$ cat src/rtl/bcc_pkg.sv
package bcc_pkg;

   typedef enum logic [1:0] {
      ST_IDLE = 2'd0,
      ST_BUSY = 2'd1,
      ST_BOFF = 2'd2,
      ST_HOLD = 2'd3
   } bcc_state_e;

   typedef struct packed {
      logic wr;
      logic io;
      logic data;
      logic lock;
   } bcc_kind_t;

   function automatic logic bcc_cacheable(input bcc_kind_t k);
      return !k.io && !k.wr;
   endfunction

endpackage

$ cat src/rtl/bcc_beat_seq.sv
module bcc_beat_seq #(
   parameter int ADDR_W     = 29,
   parameter int LINE_BEATS = 4
) (
   input  logic              clk,
   input  logic              rst_n,
   input  logic              load,
   input  logic [ADDR_W-1:0] base_addr,
   input  logic              abort,
   input  logic              beat_ack,
   input  logic              fill_ok,
   output logic [ADDR_W-1:0] beat_addr,
   output logic              last_beat
);
   localparam int BW = (LINE_BEATS > 1) ? $clog2(LINE_BEATS) : 1;

   logic [ADDR_W-1:0] base_q;

   always_ff @(posedge clk or negedge rst_n) begin
      if (!rst_n)    base_q <= '0;
      else if (load) base_q <= base_addr;
   end

   generate
      if (LINE_BEATS == 1) begin : g_single
         assign beat_addr = base_q;
         assign last_beat = 1'b1;
      end else begin : g_fill
         localparam logic [BW-1:0] LAST = BW'(LINE_BEATS - 1);
         logic [BW-1:0] beat_q;
         logic          fill_q;

         always_ff @(posedge clk or negedge rst_n) begin
            if (!rst_n) begin
               beat_q <= '0;
               fill_q <= 1'b0;
            end else if (load || abort) begin
               beat_q <= '0;
               fill_q <= 1'b0;
            end else if (beat_ack) begin
               if (last_beat) begin
                  beat_q <= '0;
                  fill_q <= 1'b0;
               end else begin
                  beat_q <= beat_q + 1'b1;
                  fill_q <= 1'b1;
               end
            end
         end

         assign last_beat = fill_q ? (beat_q == LAST) : !fill_ok;
         assign beat_addr = {base_q[ADDR_W-1:BW], base_q[BW-1:0] + beat_q};
      end
   endgenerate

endmodule

$ cat src/rtl/bcc_lock_trk.sv
module bcc_lock_trk (
   input  logic clk,
   input  logic rst_n,
   input  logic cyc_done,
   input  logic cyc_live,
   input  logic cur_lock,
   input  logic cur_wr,
   output logic lock_pend,
   output logic lock_out
);
   always_ff @(posedge clk or negedge rst_n) begin
      if (!rst_n)                           lock_pend <= 1'b0;
      else if (cyc_done && cur_wr)          lock_pend <= 1'b0;
      else if (cyc_done && cur_lock)        lock_pend <= 1'b1;
   end

   assign lock_out = lock_pend || (cyc_live && cur_lock);

endmodule

$ cat src/rtl/bus_cycle_ctl.sv
module bus_cycle_ctl
   import bcc_pkg::*;
#(
   parameter int ADDR_W     = 29,
   parameter int LINE_BEATS = 4
) (
   input  logic              clk,
   input  logic              rst_n,
   input  logic              req_valid,
   input  logic              req_write,
   input  logic              req_io,
   input  logic              req_data,
   input  logic              req_lock,
   input  logic [ADDR_W-1:0] req_addr,
   output logic              req_ready,
   output logic              beat_ack,
   output logic              cyc_done,
   output logic [ADDR_W-1:0] bus_addr,
   output logic              bus_busy,
   output logic              bus_mem,
   output logic              bus_wr,
   output logic              bus_data,
   output logic              bus_lock,
   output logic              drive_en,
   output logic              hold_ack,
   input  logic              rdy_n,
   input  logic              backoff_n,
   input  logic              cache_en_n,
   input  logic              hold_req
);
   localparam int BW = (LINE_BEATS > 1) ? $clog2(LINE_BEATS) : 1;

   generate
      if ((LINE_BEATS < 1) || ((LINE_BEATS & (LINE_BEATS - 1)) != 0)) begin : g_bad_beats
         $error("LINE_BEATS must be a power of two");
      end
      if (ADDR_W <= BW) begin : g_bad_addr
         $error("ADDR_W must exceed the beat index width");
      end
   endgenerate

   bcc_state_e state_q, state_d;
   bcc_kind_t  kind_q;
   logic       resume_q;
   logic       lock_pend;
   logic       last_beat;
   logic       accept;
   logic       boff;
   logic       fill_ok;
   logic       abort;
   logic       hold_grantable;

   assign boff           = !backoff_n;
   assign hold_grantable = hold_req && !lock_pend;
   assign req_ready      = (state_q == ST_IDLE) && !boff && !hold_grantable;
   assign accept         = req_valid && req_ready;
   assign bus_busy       = (state_q == ST_BUSY) && !boff;
   assign beat_ack       = bus_busy && !rdy_n;
   assign cyc_done       = beat_ack && last_beat;
   assign abort          = (state_q == ST_BUSY) && boff;
   assign fill_ok        = bcc_cacheable(kind_q) && !cache_en_n;
   assign hold_ack       = (state_q == ST_HOLD);
   assign drive_en       = !boff && (state_q != ST_BOFF) && (state_q != ST_HOLD);

   assign bus_mem  = !kind_q.io;
   assign bus_wr   = kind_q.wr;
   assign bus_data = kind_q.data;

   always_comb begin
      state_d = state_q;
      unique case (state_q)
         ST_IDLE: begin
            if (boff)                state_d = ST_BOFF;
            else if (hold_grantable) state_d = ST_HOLD;
            else if (accept)         state_d = ST_BUSY;
         end
         ST_BUSY: begin
            if (boff)          state_d = ST_BOFF;
            else if (cyc_done) state_d = ST_IDLE;
         end
         ST_BOFF: begin
            if (!boff) state_d = resume_q ? ST_BUSY : ST_IDLE;
         end
         ST_HOLD: begin
            if (!hold_req) state_d = ST_IDLE;
         end
         default: state_d = ST_IDLE;
      endcase
   end

   always_ff @(posedge clk or negedge rst_n) begin
      if (!rst_n) begin
         state_q  <= ST_IDLE;
         kind_q   <= '0;
         resume_q <= 1'b0;
      end else begin
         state_q <= state_d;
         if (accept) begin
            kind_q.wr   <= req_write;
            kind_q.io   <= req_io;
            kind_q.data <= req_data;
            kind_q.lock <= req_lock;
         end
         if (abort)                          resume_q <= 1'b1;
         else if (state_q == ST_BOFF && !boff) resume_q <= 1'b0;
      end
   end

   bcc_beat_seq #(
      .ADDR_W     (ADDR_W),
      .LINE_BEATS (LINE_BEATS)
   ) u_beat (
      .clk       (clk),
      .rst_n     (rst_n),
      .load      (accept),
      .base_addr (req_addr),
      .abort     (abort),
      .beat_ack  (beat_ack),
      .fill_ok   (fill_ok),
      .beat_addr (bus_addr),
      .last_beat (last_beat)
   );

   bcc_lock_trk u_lock (
      .clk       (clk),
      .rst_n     (rst_n),
      .cyc_done  (cyc_done),
      .cyc_live  ((state_q == ST_BUSY) || (state_q == ST_BOFF && resume_q)),
      .cur_lock  (kind_q.lock),
      .cur_wr    (kind_q.wr),
      .lock_pend (lock_pend),
      .lock_out  (bus_lock)
   );

endmodule

$ cat config.mk
export PLATFORM = sky130hd
export DESIGN_NAME = bus_cycle_ctl
export DESIGN_NICKNAME = d
export VERILOG_FILES = /design/src/rtl/bcc_pkg.sv /design/src/rtl/bcc_beat_seq.sv /design/src/rtl/bcc_lock_trk.sv /design/src/rtl/bus_cycle_ctl.sv
export SDC_FILE = /design/constraint.sdc
export NUM_CORES = 1
export LEC_CHECK = 0
export ABC_AREA = 1
export BUFFER_PORTS_ARGS = -buffer_cell sky130_fd_sc_hd__buf_4
export CAP_MARGIN = 20
export CORE_ASPECT_RATIO = 1.25
export CORE_MARGIN = 2
export CORE_UTILIZATION = 40
export CTS_BUF_LIST = sky130_fd_sc_hd__clkbuf_4
export CTS_CLUSTER_DIAMETER = 80
export CTS_CLUSTER_SIZE = 14
export DETAILED_ROUTE_END_ITERATION = 8
export GPL_ROUTABILITY_DRIVEN = 0
export GPL_TIMING_DRIVEN = 0
export PLACE_DENSITY_LB_ADDON = 0.1
export SYNTH_ARGS = -nofsm -noshare
export SYNTH_HDL_FRONTEND = slang
export SYNTH_SLANG_ARGS = --single-unit
$ cat constraint.sdc
create_clock -name clk -period 1.2 [get_ports clk]
set_input_delay 0.18 -clock clk [delete_from_list [all_inputs] [get_ports clk]]
set_output_delay 0.18 -clock clk [all_outputs]
set_load 0.005 [all_outputs]
# --- Word level (Yosys, flattened, before mapping) ---
# Cells that the tools add are included.
op_classes:
  order_cmp: 0
  n_eq_ne: 10
  bitwise: 0
  reduce_logical: 33
  n_mux: 20
  n_addsub: 2
  shifts: 0
  div_mod_pow: 0
  n_mul: 0
ops:
  columns: ["operator", "count"]
  rows:
  - ["2-bit two-way mux", 10]
  - ["1-bit logical AND", 17]
  - ["1-bit two-way mux", 9]
  - ["1-bit logical NOT", 8]
  - ["2-bit inequality test, second input constant", 4]
  - ["2-bit one-hot mux with 4 select lines", 1]
  - ["2-bit == test, second input constant", 3]
  - ["2-bit nonzero test", 3]
  - ["4-bit by 3-bit inequality test with 1-bit output, second input constant", 1]
  - ["4-bit AND reduction", 1]
  - ["1-bit logical OR", 3]
  - ["3-bit by 2-bit inequality test with 1-bit output, second input constant", 1]
  - ["2-bit by 1-bit adder with 2-bit output, second input constant", 1]
  - ["2-bit adder", 1]
  - ["2-bit by 1-bit == test with 1-bit output, second input constant", 1]
  - ["2-bit logical NOT", 1]
totals:
  output_inout_bits: 39
  in_bits: 40
  mem_bits_ro: 0
  latchBits: 0
  wordCells: 75
  ramBits: 0
  regBits: 40
  n_memories: 0

# --- Depth between registers and ports, before layout ---
logic_depth:
  depth_word: 9
  depth_mapped: 9
  ltp_nobuf: 9

# --- Hierarchy ---
# Synthesis repeated with hierarchy kept, for this count alone.
hier_totals:
  cells_unflattened: 252
  hier_area_um2: 2015.7
modules_own_cells:
  columns: ["module", "seq_area_each_um2", "area_each_um2", "cells_per_inst", "instances"]
  rows:
  - ["bcc_beat_seq", 800.8, 1516.5, 182, 1]
  - ["bus_cycle_ctl", 175.2, 444.2, 61, 1]
  - ["bcc_lock_trk", 25.0, 55.1, 9, 1]

# --- Worst setup path after synthesis ---
# No wires, ideal clock.
synth_path:
  path_kind: "register to register"
  startpoint: "register state_q[1]"
  endpoint: "register kind_q, in the netlist bus_wr"
  stages_incl_launch_ff: 8
  period_less_slack_ps: 1266
  t_arrival_ps: 1150
  setup_ps: 117
  path_slack_ps: -66
  t_required_ps: 1083
  path_buffers: 1
  cell_sequence: "dfrtp_1 > nor2_4 > nand3_4 > nor2_8 > inv_6 > buf_6 > nand2_1 > nand2_1"
synth_between:
  elab_chain_cells: 4
synth_rtl:
  columns: ["item", "line", "rtl"]
  rows:
  - ["start: declaration", "bus_cycle_ctl.sv:42", "bcc_state_e state_q, state_d;"]
  - ["start signal: assignment", "bus_cycle_ctl.sv:97", "state_q <= state_d;"]
  - ["2-bit logical NOT", "bus_cycle_ctl.sv:55", "assign req_ready = (state_q == ST_IDLE) && !boff && !hold_grantable;"]
  - ["1-bit logical AND (2 in series)", "bus_cycle_ctl.sv:55", null]
  - ["1-bit logical AND", "bus_cycle_ctl.sv:56", "assign accept = req_valid && req_ready;"]
  - ["end: declaration", "bus_cycle_ctl.sv:43", "bcc_kind_t kind_q;"]
# No other way between the ends.
# A chain may end at the register's enable or synchronous reset.

# --- Final worst setup path ---
layout_path:
  startpoint: "register state_q[1]"
  endpoint: "output bus_lock"
layout_between:
  elab_chain_cells: 5
  elab_cells_between_ends: 6
  cone_classes: "2 x eq/ne; 4 x reduce/logical"
layout_rtl:
  columns: ["item", "line", "rtl"]
  rows:
  - ["2-bit == test", "bus_cycle_ctl.sv:128", ".cyc_live ((state_q == ST_BUSY) || (state_q == ST_BOFF && resume_q)),"]
  - ["1-bit logical AND", "bus_cycle_ctl.sv:128", null]
  - ["1-bit logical OR *", "bus_cycle_ctl.sv:128", null]
  - ["1-bit logical AND *", "bcc_lock_trk.sv:17", "assign lock_out = lock_pend || (cyc_live && cur_lock);"]
  - ["1-bit logical OR *", "bcc_lock_trk.sv:17", null]
  - ["end: declaration", "bus_cycle_ctl.sv:23", "output logic bus_lock,"]
# Mark *: on every way between the ends. The rest lies on a longest branch, timed or not.

==> summary.md <==
| Metric | Value |
|---|---|
| Clock Latency Late Sink | `340 ps` |
| First-pass GRT wire length | `7750 um` |
| Layout Cells excl Fill | `413` |
| Yosys cell types | `18` |
| DRT iter0 DRCs | `99` |
| Max-slew violation total from the final report | `0` |
| Pwr Total | `7.24 mW` |
| Clock Tree Buf Depth | `2` |
| Final core occ | `68.9%` |
| Routed wire length | `5080 um` |
| DRC | `0` |
| Vias per cell | `4.47` |
| Most used cell, CP | `nand2_1` |
| Combinational Power Share | `57.4%` |
| Largest net degree at the start of global routing | `41` |
| H-tree depth | `2` |
| CP startpoint kind | `flip-flop` |
| Largest area contributor in the netlist | `dfrtp_1` |
| Critical path type | `flip-flop to primary output` |
| Mapped Nets | `285` |
| Clock root cell | `clkbuf_4` |
| Synth top area share | `49.4%` |
| Leak Pwr | `1.80 nW` |
| Status | `finished with violations` |
| Std cell rows | `28` |
| Fillers | `420` |
| GRT Util Overall | `17.8%` |
| I/O Buffers | `77` |
| Slew headroom | `65.2%` |
| Setup TNS | `-12330 ps` |
| Vias | `1845` |
| Crit path cell chain | `nor2_4 > inv_2 > o21ai_2 > nand2_1 > nand2_1 > buf_4` |
| Fmax | `649 MHz` |
| Die height | `83.6 um` |
| Worst path slowest cell | `dfrtp_2` |
| VDD IR-drop max | `1.21 mV` |
| RSZ-0062 raised after global routing | `yes` |
| Sequential share of the synthesized area | `49.4%` |
| Final hold vios | `0` |
| Flop pwr share | `33.3%` |
| Sink Count | `40` |
| Register bit total from synthesis | `40` |
| Ports | `79` |
| Final period util | `128%` |
| Synthesized cell area | `2030 um2` |
| TritonCTS Buffers | `5` |
| Violated checks | `setup timing` |
| Top post-synthesis cells by area | `dfrtp_1, nand2_1, buf_4, buf_6, inv_1` |
| Mapped Cells | `243` |
| Antenna Cells | `0` |
| CP max stage delay | `460 ps` |
| Syn Area/Cell | `8.34 um2` |
| DIE WIDTH | `67.7 um` |
| Layout cells sized above 1 | `53.3%` |
| Layout Skew | `4.21 ps` |
| Data arrival, critical path | `1360 ps` |
| Post-Place Cells | `380` |
| Layout overhead on the synthesized area | `63.2%` |
| Final worst slack | `-340 ps` |
| Reg clk slew, reported paths | `110 ps` |
| Nets | `395` |
| Sw frac | `33.7%` |
| P_int | `4.79 mW` |
| P per Cell Area | `2190 nW/um2` |
| Vias in the first global route | `1692` |
| Switch Pwr | `2.44 mW` |
| Final Setup Violations | `47` |
| Total core area | `4800 um2` |
| Starting Density | `42.2%` |
| Crit. End Element | `primary output` |
| CP required | `1020 ps` |
| Clock power frac | `9.3%` |
| Iteration count of the initial detailed-routing pass | `4` |
| TritonCTS clock tree | `built` |
| Die Area | `5660 um2` |
| Critical path peak fanout | `4` |
| Worst min path class | `input port to flip-flop` |
| Max-cap violations | `0` |
| Ys Warns | `0` |
| Worst slew pin tran | `521 ps` |
| ANT nets after route | `0` |
| Grt total ovfl | `0` |
| Antenna violations before repair | `0` |
| Pre-CTS WS | `-166 ps` |
| Post-DP HPWL | `2940 um` |
| Wire length per cell | `12.3 um` |
| Final min period | `1540 ps` |
[final cells by class]
cell class	instances	area, um2	area share [%]
Tap cell	60	75.1	2.27
Clock inverter	1	5.00	0.151
Multi-Input combinational cell	153	822	24.8
Sequential cell	40	1000	30.3
Buffer	27	302	9.11
Clock buffer	6	45.0	1.36
Inverter	17	68.8	2.08
Timing Repair Buffer	109	987	29.8
[power groups by stage]
stage / sequential, mW / clock, mW / combinational, mW
5_1_grt: 2.48 / 0.762 / 4.56
2_1_floorplan: 2.28 / 0 / 1.78
3_5_place_dp: 2.36 / 0 / 2.97
6_report: 2.41 / 0.673 / 4.15
3_3_place_gp: 2.34 / 0 / 2.93
4_1_cts: 2.33 / 0.688 / 3.60
[repair_timing]
item                                    4_1_cts  5_1_grt
buffers inserted                             16       11
endpoints found under the setup margin       46       74
resized for setup                            50       52
pin swaps                                    30        9
cloned                                        6        0
hold buffers                                  1        0
hold endpoints to repair                     40        0
[worst max-delay path, delay by kind of cell (launching register included)]
family,cells,cell delay (ps)
AOI/OAI and AO/OA,1,70
DFF,1,460
buffers and inverters,2,180
and+or+nand+nor,3,310
[worst paths after layout]
kind	from	to	slack, ps	cells after the start
min	req_addr[10]	u_beat.base_q[10]$_DFFE_PN0P_	20	3
min reg2reg	bus_data$_DFFE_PN0P_	bus_data$_DFFE_PN0P_	490	2
min in group asynchronous	rst_n	u_beat.base_q[26]$_DFFE_PN0P_	340	2
max in group asynchronous	rst_n	u_beat.g_fill.beat_q[0]$_DFFE_PN0P_	480	2
max reg2reg	state_q[1]$_DFFE_PN0P_	u_beat.base_q[0]$_DFFE_PN0P_	-320	9
max	state_q[1]$_DFFE_PN0P_	bus_lock	-340	6
[cells in the mapped netlist]
cell / number
and2_1: 1
buf_2: 1
buf_4: 27
buf_6: 6
dfrtp_1: 40
ha_1: 2
inv_1: 16
inv_6: 1
nand2_1: 118
nand3_1: 5
nand3_2: 1
nand3_4: 1
nor2_1: 10
nor2_4: 3
nor2_8: 1
o21ai_0: 6
o21bai_1: 1
xnor2_1: 3
[layout by cell type, fill, tap and decap left out, drive strengths merged]
master	n
and2	1
buf	135
clkbuf	6
clkinv	1
dfrtp	40
dlygate4sd3	1
ha	2
inv	17
nand2	118
nand3	7
nor2	15
o21ai	6
o21bai	1
xnor2	3
[state kept, by name, indices dropped and copies added, names as in the netlist, 2 cells and up]
signal,cells
state_q,2
u_beat.base_q,29
u_beat.g_fill.beat_q,2
kind_q,2
[through the flow]
step | hold slack (ps) | instance area [um2]
5_1_grt | 3.96 | 3310
6_report | 22.0 | 3310
4_1_cts | 13.0 | 3110
3_5_place_dp | 192 | 2680
2_1_floorplan | -116 | 2030
3_3_place_gp | 198 | 2680
[routing by layer]
| metal | up-vias | track usage [%] | routed length, um |
|---|---|---|---|
| met3 | 4 | 5.26 | 333 |
| met5 | - | 0 | 0 |
| met1 | 863 | 22.7 | 2050 |
| met4 | 0 | 3.90 | 42 |
| li1 | 927 | - | - |
| met2 | 51 | 29.2 | 2650 |
[kinds of logic after synthesis]
logic type / count (synthesis) / share of synthesized area, %
and+or+nand+nor: 140 / 29.3
buffers and inverters: 51 / 17.0
DFF: 40 / 49.4
AOI/OAI and AO/OA: 7 / 1.85
xor gates and xnor gates: 3 / 1.30
adders and majority gates: 2 / 1.23
No activity file was read; power rests on OpenSTA's default activity.
